$ cat src/rtl/xfer_len_pkg.sv
package xfer_len_pkg;

    typedef enum logic [1:0] {
        FIN_NONE  = 2'd0,
        FIN_NOW   = 2'd1,
        FIN_DEFER = 2'd2
    } fin_kind_e;

    typedef struct packed {
        logic tc;
        logic irq;
        logic pend;
    } done_state_t;

    localparam int CMD_BYTE_LIMIT = 32;

    // decide how a burst-done strobe resolves
    function automatic fin_kind_e fin_kind(input logic strobe,
                                           input logic in_cmd,
                                           input logic dev_has_data);
        if (!strobe)
            return FIN_NONE;
        else if (in_cmd || dev_has_data)
            return FIN_NOW;
        else
            return FIN_DEFER;
    endfunction

endpackage

$ cat src/rtl/xfer_len_calc.sv
module xfer_len_calc #(
    parameter int CNT_W     = 16,
    parameter int SIZE_W    = 24,
    parameter int CMD_LIMIT = 32
) (
    input  logic [CNT_W-1:0]         count,
    input  logic                     in_cmd,
    input  logic signed [SIZE_W-1:0] size,
    output logic [CNT_W:0]           len
);
    localparam int LEN_W = CNT_W + 1;
    localparam int CMP_W = (LEN_W > SIZE_W) ? LEN_W : SIZE_W;

    logic [LEN_W-1:0]  eff;
    logic [SIZE_W-1:0] mag;
    logic [CMP_W-1:0]  eff_w, lim_w, sel_w;

    always_comb begin
        eff   = (count == '0) ? {1'b1, {CNT_W{1'b0}}} : {1'b0, count};
        mag   = size[SIZE_W-1] ? (-size) : size;
        eff_w = CMP_W'(eff);
        lim_w = in_cmd ? CMP_W'(CMD_LIMIT) : CMP_W'(mag);
        sel_w = (eff_w < lim_w) ? eff_w : lim_w;
        len   = sel_w[LEN_W-1:0];
    end

endmodule

$ cat src/rtl/xfer_len_count.sv
module xfer_len_count #(
    parameter int CNT_W  = 16,
    parameter int BEAT_W = 8
) (
    input  logic              clk,
    input  logic              rst,
    input  logic              lo_we,
    input  logic              mid_we,
    input  logic [7:0]        wdata,
    input  logic              load,
    input  logic              clear,
    input  logic              beat_valid,
    input  logic [BEAT_W-1:0] beat_bytes,
    output logic [CNT_W-1:0]  staged,
    output logic [CNT_W-1:0]  cnt_rd
);
    localparam int HI_W = CNT_W - 8;
    localparam int REM_W = CNT_W + 1;

    logic [7:0]      stg_lo;
    logic [HI_W-1:0] stg_hi;
    logic [REM_W-1:0] remain;
    logic [REM_W-1:0] beat_ext;

    assign staged   = {stg_hi, stg_lo};
    assign cnt_rd   = remain[CNT_W-1:0];
    assign beat_ext = REM_W'(beat_bytes);

    always_ff @(posedge clk) begin
        if (rst) begin
            stg_lo <= '0;
            stg_hi <= '0;
        end else begin
            if (lo_we)  stg_lo <= wdata;
            if (mid_we) stg_hi <= wdata[HI_W-1:0];
        end
    end

    always_ff @(posedge clk) begin
        if (rst)
            remain <= '0;
        else if (load)
            remain <= (staged == '0) ? {1'b1, {CNT_W{1'b0}}} : {1'b0, staged};
        else if (clear)
            remain <= '0;
        else if (beat_valid)
            remain <= (remain > beat_ext) ? (remain - beat_ext) : '0;
    end

    // a beat never makes the count grow (no wrap below zero)
    p_no_underflow_r6: assert property (@(posedge clk) disable iff (rst)
        (beat_valid && !load && !clear) |=> (remain <= $past(remain)));

    // completion clears the live count
    p_clear_zero_r7: assert property (@(posedge clk) disable iff (rst)
        (clear && !load) |=> (remain == '0));

endmodule

$ cat src/rtl/xfer_done_ctl.sv
module xfer_done_ctl
    import xfer_len_pkg::*;
(
    input  logic clk,
    input  logic rst,
    input  logic go,
    input  logic burst_done,
    input  logic dev_done,
    input  logic irq_ack,
    input  logic in_cmd,
    input  logic dev_has_data,
    output logic complete,
    output logic tc_stat,
    output logic irq
);
    done_state_t st, st_n;
    fin_kind_e   kind;

    assign kind     = fin_kind(burst_done, in_cmd, dev_has_data);
    assign complete = (kind == FIN_NOW) || (dev_done && st.pend);
    assign tc_stat  = st.tc;
    assign irq      = st.irq;

    always_comb begin
        st_n = st;
        if (go) begin
            st_n.tc   = 1'b0;
            st_n.pend = 1'b0;
            if (irq_ack) st_n.irq = 1'b0;
        end else if (complete) begin
            st_n.tc   = 1'b1;
            st_n.irq  = 1'b1;
            st_n.pend = 1'b0;
        end else begin
            if (kind == FIN_DEFER) st_n.pend = 1'b1;
            if (irq_ack)           st_n.irq  = 1'b0;
        end
    end

    always_ff @(posedge clk) begin
        if (rst) st <= '0;
        else     st <= st_n;
    end

    // a DMA start clears terminal count
    p_go_clears_tc_r5: assert property (@(posedge clk) disable iff (rst)
        go |=> !tc_stat);

    // immediate completion raises status and interrupt
    p_immediate_r7: assert property (@(posedge clk) disable iff (rst)
        (burst_done && !go && (in_cmd || dev_has_data)) |=> (tc_stat && irq));

    // a deferred burst end keeps the interrupt low
    p_defer_quiet_r8: assert property (@(posedge clk) disable iff (rst)
        (burst_done && !go && !in_cmd && !dev_has_data && !dev_done && !irq)
        |=> !irq);

    // acknowledge without any completion lowers the interrupt
    p_ack_r9: assert property (@(posedge clk) disable iff (rst)
        (irq_ack && !burst_done && !dev_done) |=> !irq);

endmodule

$ cat src/rtl/xfer_len_ctr.sv
module xfer_len_ctr #(
    parameter int CNT_W  = 16,
    parameter int SIZE_W = 24,
    parameter int BEAT_W = 8
) (
    input  logic                     clk,
    input  logic                     rst,
    input  logic                     cnt_lo_we,
    input  logic                     cnt_mid_we,
    input  logic [7:0]               cnt_wdata,
    input  logic                     dma_go,
    input  logic                     cmd_phase,
    input  logic signed [SIZE_W-1:0] rem_size,
    input  logic                     beat_valid,
    input  logic [BEAT_W-1:0]        beat_bytes,
    input  logic                     burst_done,
    input  logic                     dev_done,
    input  logic                     irq_ack,
    output logic [CNT_W-1:0]         cnt_rd,
    output logic [CNT_W:0]           burst_len,
    output logic                     tc_stat,
    output logic                     irq
);
    import xfer_len_pkg::*;

    localparam int LEN_W = CNT_W + 1;

    logic [CNT_W-1:0] staged;
    logic [LEN_W-1:0] len_next;
    logic [LEN_W-1:0] len_q;
    logic             complete;
    logic             has_data;

    assign has_data  = !rem_size[SIZE_W-1] && (rem_size != '0);
    assign burst_len = len_q;

    xfer_len_count #(.CNT_W(CNT_W), .BEAT_W(BEAT_W)) count_i (
        .clk        (clk),
        .rst        (rst),
        .lo_we      (cnt_lo_we),
        .mid_we     (cnt_mid_we),
        .wdata      (cnt_wdata),
        .load       (dma_go),
        .clear      (complete),
        .beat_valid (beat_valid),
        .beat_bytes (beat_bytes),
        .staged     (staged),
        .cnt_rd     (cnt_rd)
    );

    xfer_len_calc #(.CNT_W(CNT_W), .SIZE_W(SIZE_W), .CMD_LIMIT(CMD_BYTE_LIMIT)) calc_i (
        .count  (staged),
        .in_cmd (cmd_phase),
        .size   (rem_size),
        .len    (len_next)
    );

    xfer_done_ctl done_i (
        .clk          (clk),
        .rst          (rst),
        .go           (dma_go),
        .burst_done   (burst_done),
        .dev_done     (dev_done),
        .irq_ack      (irq_ack),
        .in_cmd       (cmd_phase),
        .dev_has_data (has_data),
        .complete     (complete),
        .tc_stat      (tc_stat),
        .irq          (irq)
    );

    always_ff @(posedge clk) begin
        if (rst)         len_q <= '0;
        else if (dma_go) len_q <= len_next;
    end

    // in a command phase the burst never exceeds the byte limit
    p_cmd_cap_r3: assert property (@(posedge clk) disable iff (rst)
        (dma_go && cmd_phase) |=> (burst_len <= LEN_W'(CMD_BYTE_LIMIT)));

    // the length holds between DMA starts
    p_len_hold_r1: assert property (@(posedge clk) disable iff (rst)
        !dma_go |=> $stable(burst_len));

endmodule

$ cat config.mk
export PLATFORM = sky130hd
export DESIGN_NAME = xfer_len_ctr
export DESIGN_NICKNAME = d
export VERILOG_FILES = /design/src/rtl/xfer_len_pkg.sv /design/src/rtl/xfer_len_calc.sv /design/src/rtl/xfer_len_count.sv /design/src/rtl/xfer_done_ctl.sv /design/src/rtl/xfer_len_ctr.sv
export SDC_FILE = /design/constraint.sdc
export NUM_CORES = 1
export LEC_CHECK = 0
export BUFFER_PORTS_ARGS = -buffer_cell sky130_fd_sc_hd__clkbuf_2
export CAP_MARGIN = 20
export CORE_AREA = 2 2 97 99
export CTS_CLUSTER_DIAMETER = 60
export DETAILED_ROUTE_END_ITERATION = 8
export DIE_AREA = 0 0 99 101
export PLACE_DENSITY = 0.64
export SLEW_MARGIN = 30
export SYNTH_ARGS = -nofsm -noshare
export SYNTH_HDL_FRONTEND = slang
export SYNTH_SLANG_ARGS = --single-unit
$ cat constraint.sdc
create_clock -name clk -period 4.42 [get_ports clk]
set_input_delay 0.663 -clock clk [delete_from_list [all_inputs] [get_ports clk]]
set_output_delay 0.663 -clock clk [all_outputs]
set_load 0.1 [all_outputs]
==> results of run 1 <==
[metal layers]
layer / share of wire, % / vias up
met5: 0 / -
met1: 49 / 1853
met3: 5.6 / 12
li1: - / 1918
met2: 45 / 120
met4: 0.89 / 0
[worst paths after layout]
check | startpoint | to | depth (start not counted)
setup / recovery | rem_size[0] | burst_len[2] | 17
hold / removal | done_i.tc_stat | done_i.tc_stat | 1
setup reg to reg | count_i.remain[0] | count_i.remain[10] | 11
hold reg to reg | done_i.tc_stat | done_i.tc_stat | 1
[layout by cell type (no fill, tap or decap), drive strengths merged, types with 3 or more instances in the layout]
cell type and instances:
clkbuf 89, nor2 66, dfxtp 53, inv 37, nand2 31, ha 25
nor3 23, a21oi 22, mux2i 17, a211oi 17, o21ai 16, a22oi 16
xor2 12, buf 11, nor4 10, nand2b 8, o31ai 7, nand3 7
a221oi 7, or4 7, xnor2 6, nand4 6, nor2b 6, o41ai 4
a21o 4, a32oi 4, a221o 4, o32ai 3, or3 3, or2 3
[kinds of logic after synthesis]
family	synth area share, %
flops	26.1
xor+xnor	3.88
fa+ha+maj	8.19
buf+inv	10.5
simple gates	22.1
compound gates	25.1
mux	4.19
[critical path: cells and delay by family]
family | cells | cell delay, ps
and+or+nand+nor | 3 | 500
AOI/OAI and AO/OA | 8 | 1860
adders and majority gates | 2 | 510
buffers and inverters | 3 | 440
xor gates and xnor gates | 1 | 190
[where the power goes]
| group | total, mW | internal (mW) | switching, mW |
|---|---|---|---|
| Combinational | 0.553 | 0.172 | 0.380 |
| Sequential | 0.549 | 0.509 | 0.0399 |
| Clock | 0.357 | 0.173 | 0.184 |
| Total | 1.46 | 0.854 | 0.604 |
[state kept, by name (all words and copies together) (netlist names)]
register / cells
done_i.st: 1
done_i.tc_stat: 1
count_i.remain: 17
count_i.stg_lo: 8
count_i.stg_hi: 8
burst_len: 17
done_i.irq: 1
[repair_timing]
action,CTS,global route
hold endpoints to repair,0,0
resized for setup,0,1
buffers inserted,0,3
setup endpoints to repair,0,15
[area by class of cell]
class | count | area (µm²) | area share [%]
Clock inverter | 3 | 47.5 | 1.05
Tap cell | 111 | 139 | 3.06
Clock buffer | 5 | 68.8 | 1.52
Timing Repair Buffer | 95 | 503 | 11.1
Sequential cell | 53 | 1060 | 23.4
Inverter | 35 | 131 | 2.90
Multi-Input combinational cell | 366 | 2580 | 57.0
[through the flow]
step | cells | total power, mW | utilization, %
after floorplan | 509 | 0.989 | -
final | 668 | 1.46 | 50.5
after CTS | 665 | 1.46 | 50.2
after global routing | 668 | 1.54 | 50.5
after detailed placement | 657 | 1.10 | 48.9
after global placement | 657 | 1.09 | 48.9
==> impl_metrics.json, run 1 <==
{
  "status": "complete, no violations",
  "nFillCells": 900,
  "hold_path.class": "register to register",
  "die_w_um": 99,
  "synth_edf_count": 0,
  "hold_ws_ps": 480,
  "drc": 0,
  "path_class": "input pin to register",
  "hold_viol": 0,
  "start_kind": "input pin",
  "grt_max_degree": 49,
  "finalCriticalPeriod_ps": 3930,
  "setup_viol": 0,
  "max-vdd-ir-drop_mv": 0.142,
  "placed_cell_area_um2": 4390,
  "diodes": 0,
  "top_usage_layer": "met2",
  "antenna_found_initial": 0,
  "synthArstFlopShare_pct": 0,
  "yosys.area.top_type": "dfxtp_1",
  "grt_use_met1_pct": 32.6,
  "ys_seq_area_share_pct": 26.1,
  "syn_inst": 509,
  "clock_skew_ps": 10.3,
  "period_share_pct": 89.0,
  "worstMarginPinSlew_ps": 616,
  "grt_pass1_vias": 3676,
  "powerDensity_nw_per_um2": 322,
  "synth_area_um2": 4070,
  "yosysUniqueCellTypes": 67,
  "dieArea_um2": 10000,
  "final_area_um2": 4530,
  "yosysMostFrequentCell": "nor2_1",
  "ctsHoldBuffers": 0,
  "numCtsBuffers": 5,
  "arrival_ps": 4180,
  "slew_headroom_pct": 58.9,
  "cap_violations": 0,
  "synth_common_cells": "66 x nor2_1, 53 x dfxtp_1, 35 x inv_1, 33 x clkbuf_1, 31 x nand2_1",
  "crit_path_max_fanout": 9,
  "worst_slack_ps": 487,
  "crit_chain": "clkbuf_2 -> inv_1 -> ha_1 -> nor3b_2 -> nand2_1 -> o41ai_1 -> xnor2_1 -> nand2_1 -> ha_1 -> a21oi_1 -> a21boi_0 -> o21ai_0 -> a41oi_1 -> a41oi_4 -> buf_4 -> a22oi_2 -> a211oi_2",
  "fmax_ghz": 0.254,
  "max_stage_delay_ps": 440,
  "num_rows": 35,
  "drt_pass1_iterations": 5,
  "yosysWarnings": 0,
  "nets": 632,
  "drive_gt1_share_pct": 23.9,
  "final.setup.tns_ps": 0,
  "synth.net_count": 585,
  "synth_top_area_share_pct": 26.1,
  "overflow": 0,
  "grt.met3_usage_pct": 3.54,
  "postRouteWirelength_um": 11200,
  "io_pins": 85,
  "path_clk_slew_ps": 110,
  "vias_per_cell": 5.84,
  "cts_buffer_depth": 2,
  "ys.flop_type": "dfxtp_1",
  "cts_tree": "done",
  "insertion_delay_ps": 320,
  "start_util_pct": 45.3,
  "grt_usage_pct": 22.8,
  "htreeDepth": 2,
  "area_delta_synth_final_pct": 11.5,
  "dp_slack_ps": -32.5,
  "coreArea_um2": 8980,
  "gr-usage-met2_pct": 36.5,
  "crit_required_ps": 4670,
  "vias": 3903,
  "cts.sinks": 53,
  "io_buffers": 84,
  "drv_slew": 0,
  "ant_nets": 0,
  "p_leak_nw": 1.99,
  "rsz0062_at_grt": "false",
  "slowest_stage": "a41oi_4",
  "synth.area.top_cells": "dfxtp_1 26%, ha_1 7.7%, nor2_1 6.1%, mux2i_1 4.2%, inv_1 3.2%",
  "reg2reg_slack_ps": 1380,
  "grt_pass1_wl_um": 18600,
  "gp_congestion": 0.917,
  "drtIter0Drc": 253,
  "ys_ff_latch": 53,
  "clk_root_buffer_cell": "clkbuf_8",
  "post_drt_wl_per_cell_um": 16.8,
  "syn_avg_cell_area_um2": 7.99,
  "dp_hpwl_um": 8400,
  "chipHeight_um": 101,
  "endpoint_kind": "register"
}
Power figures use the tool's default switching activity.
==> inputs of run 2 (changes only) <==
--- a/config.mk
+++ b/config.mk
@@ -7,11 +7,11 @@
 export LEC_CHECK = 0
 export BUFFER_PORTS_ARGS = -buffer_cell sky130_fd_sc_hd__clkbuf_2
 export CAP_MARGIN = 20
-export CORE_AREA = 2 2 97 99
+export CORE_AREA = 2 2 92 94
 export CTS_CLUSTER_DIAMETER = 60
 export DETAILED_ROUTE_END_ITERATION = 8
-export DIE_AREA = 0 0 99 101
-export PLACE_DENSITY = 0.64
+export DIE_AREA = 0 0 94 96
+export PLACE_DENSITY = 0.71
 export SLEW_MARGIN = 30
 export SYNTH_ARGS = -nofsm -noshare
 export SYNTH_HDL_FRONTEND = slang
==> run 2 against run 1 <==
Effect of this change: setup slack lost 100 ps; total power shrank 0.10%; combinational power is essentially flat; critical path type unchanged.
==> impl_metrics.json, run 2 (synthesis gave the netlist of run 1 again) <==
{
  "status": "complete, no violations",
  "hold_path.class": "register to register",
  "gp_congestion": 0.973,
  "clock_skew_ps": 10.9,
  "coreArea_um2": 8050,
  "numCtsBuffers": 5,
  "placed_cell_area_um2": 4370,
  "overflow": 0,
  "drv_slew": 0,
  "dp_slack_ps": 15.1,
  "crit_required_ps": 4620,
  "post_drt_wl_per_cell_um": 16.2,
  "cts.sinks": 53,
  "worst_slack_ps": 387,
  "grt_usage_pct": 24.2,
  "antenna_found_initial": 0,
  "final_area_um2": 4510,
  "diodes": 0,
  "insertion_delay_ps": 320,
  "endpoint_kind": "register",
  "powerDensity_nw_per_um2": 323,
  "nFillCells": 797,
  "top_regs": "burst_len: 17 flops, count_i.remain: 17 flops",
  "vias": 3910,
  "reg2reg_to": "count_i.remain[10]",
  "dieArea_um2": 9020,
  "period_share_pct": 91.2,
  "cap_violations": 0,
  "path_class": "input pin to register",
  "max-vdd-ir-drop_mv": 0.203,
  "num_rows": 33,
  "final_cell_mix": "84 x clkbuf_2, 66 x nor2_1, 53 x dfxtp_1, 35 x inv_1, 31 x nand2_1",
  "start_kind": "input pin",
  "hold_path_end": "done_i.irq",
  "htreeDepth": 2,
  "cts_tree": "done",
  "ctsHoldBuffers": 0,
  "slew_headroom_pct": 60.7,
  "p_leak_nw": 1.98,
  "clk_root_buffer_cell": "clkbuf_8",
  "reg2reg_slack_ps": 1350,
  "io_buffers": 84,
  "drc": 0,
  "nets": 628,
  "die_w_um": 94,
  "arrival_ps": 4230,
  "grt_pass1_wl_um": 17500,
  "cts_buffer_depth": 2,
  "layout_commonest_cell": "clkbuf_2",
  "vias_per_cell": 5.94,
  "hold_viol": 0,
  "fmax_ghz": 0.248,
  "drive_gt1_share_pct": 23.3,
  "drt_pass1_iterations": 5,
  "hold_depth": 2,
  "ant_nets": 0,
  "postRouteWirelength_um": 10700,
  "crit_path_max_fanout": 8,
  "dp_hpwl_um": 8040,
  "grt_pass1_vias": 3630,
  "area_delta_synth_final_pct": 10.9,
  "finalCriticalPeriod_ps": 4030,
  "grt_max_degree": 49,
  "io_pins": 85,
  "worstMarginPinSlew_ps": 589,
  "r2r_start": "count_i.remain[0]",
  "drtIter0Drc": 259,
  "min_from": "done_i.irq",
  "worstRegToRegCells": 11,
  "path_clk_slew_ps": 110,
  "chipHeight_um": 96,
  "final.setup.tns_ps": 0,
  "setup_viol": 0,
  "start_util_pct": 50.5,
  "rsz0062_at_grt": "false"
}
==> run 2: cell types whose count changed in the layout (fill, tap and decap cells not counted) <==
cell,before,now
buf_12,0,1
buf_4,11,6
==> run 2: report_power, final <==
part,switching [mW],total [mW],internal [mW]
registers,0.0390,0.548,0.509
logic,0.378,0.550,0.172
clock network,0.186,0.359,0.173
total,0.603,1.46,0.854
==> run 2: layout make-up <==
type / instances / area (µm²) / area share [%]
multi-input combinational: 366 / 2580 / 57.3
sequential: 53 / 1060 / 23.5
timing repair buffer: 91 / 485 / 10.8
inverter: 35 / 131 / 2.91
tap: 105 / 131 / 2.91
clock buffer: 5 / 68.8 / 1.53
clock inverter: 3 / 47.5 / 1.05
==> run 2: worst max-delay path: stages <==
cell and delay, ps:
clkbuf_2 130, or4_4 570, nand2b_4 200, o41ai_1 310, xor2_1 140, nor2_1 210
inv_1 70, ha_1 310, nand4_1 100, nor3_1 220, o311ai_0 240, a41oi_1 480
a41oi_4 130, buf_12 210, a22oi_2 150, a211oi_2 90
==> run 2: metrics by stage <==
stage / util, % / total power, mW / hold WS (ps) / instances
after floorplan: - / 0.989 / 458 / 509
after global placement: 54.3 / 1.09 / 458 / 649
after detailed placement: 54.3 / 1.10 / 466 / 649
after CTS: 55.7 / 1.45 / 483 / 657
after global routing: 56.0 / 1.53 / 523 / 658
final: 56.0 / 1.46 / 477 / 658
==> run 2: per-layer routing <==
layer	vias up	wire, µm	GRT usage, %	share of wire, %
met5	-	0	0	0
met2	137	4800	38.6	45
li1	1922	-	-	-
met1	1825	4930	33.6	46
met3	26	660	3.60	6.2
met4	0	287	8.45	2.7
==> run 2: worst max path at each step <==
stage | from | endpoint | depth (start not counted)
2_1_floorplan | rem_size[3] | burst_len[10] | 16
6_report | rem_size[3] | burst_len[13] | 16
3_5_place_dp | rem_size[0] | burst_len[6] | 16
4_1_cts | rem_size[0] | burst_len[3] | 16
5_1_grt | rem_size[3] | burst_len[6] | 15
3_3_place_gp | rem_size[3] | burst_len[4] | 15
==> run 2: what timing repair did <==
action                     CTS  global route
setup endpoints to repair    0             5
resized for setup            0             1
hold endpoints to repair     0             0
setup buffers                0             1
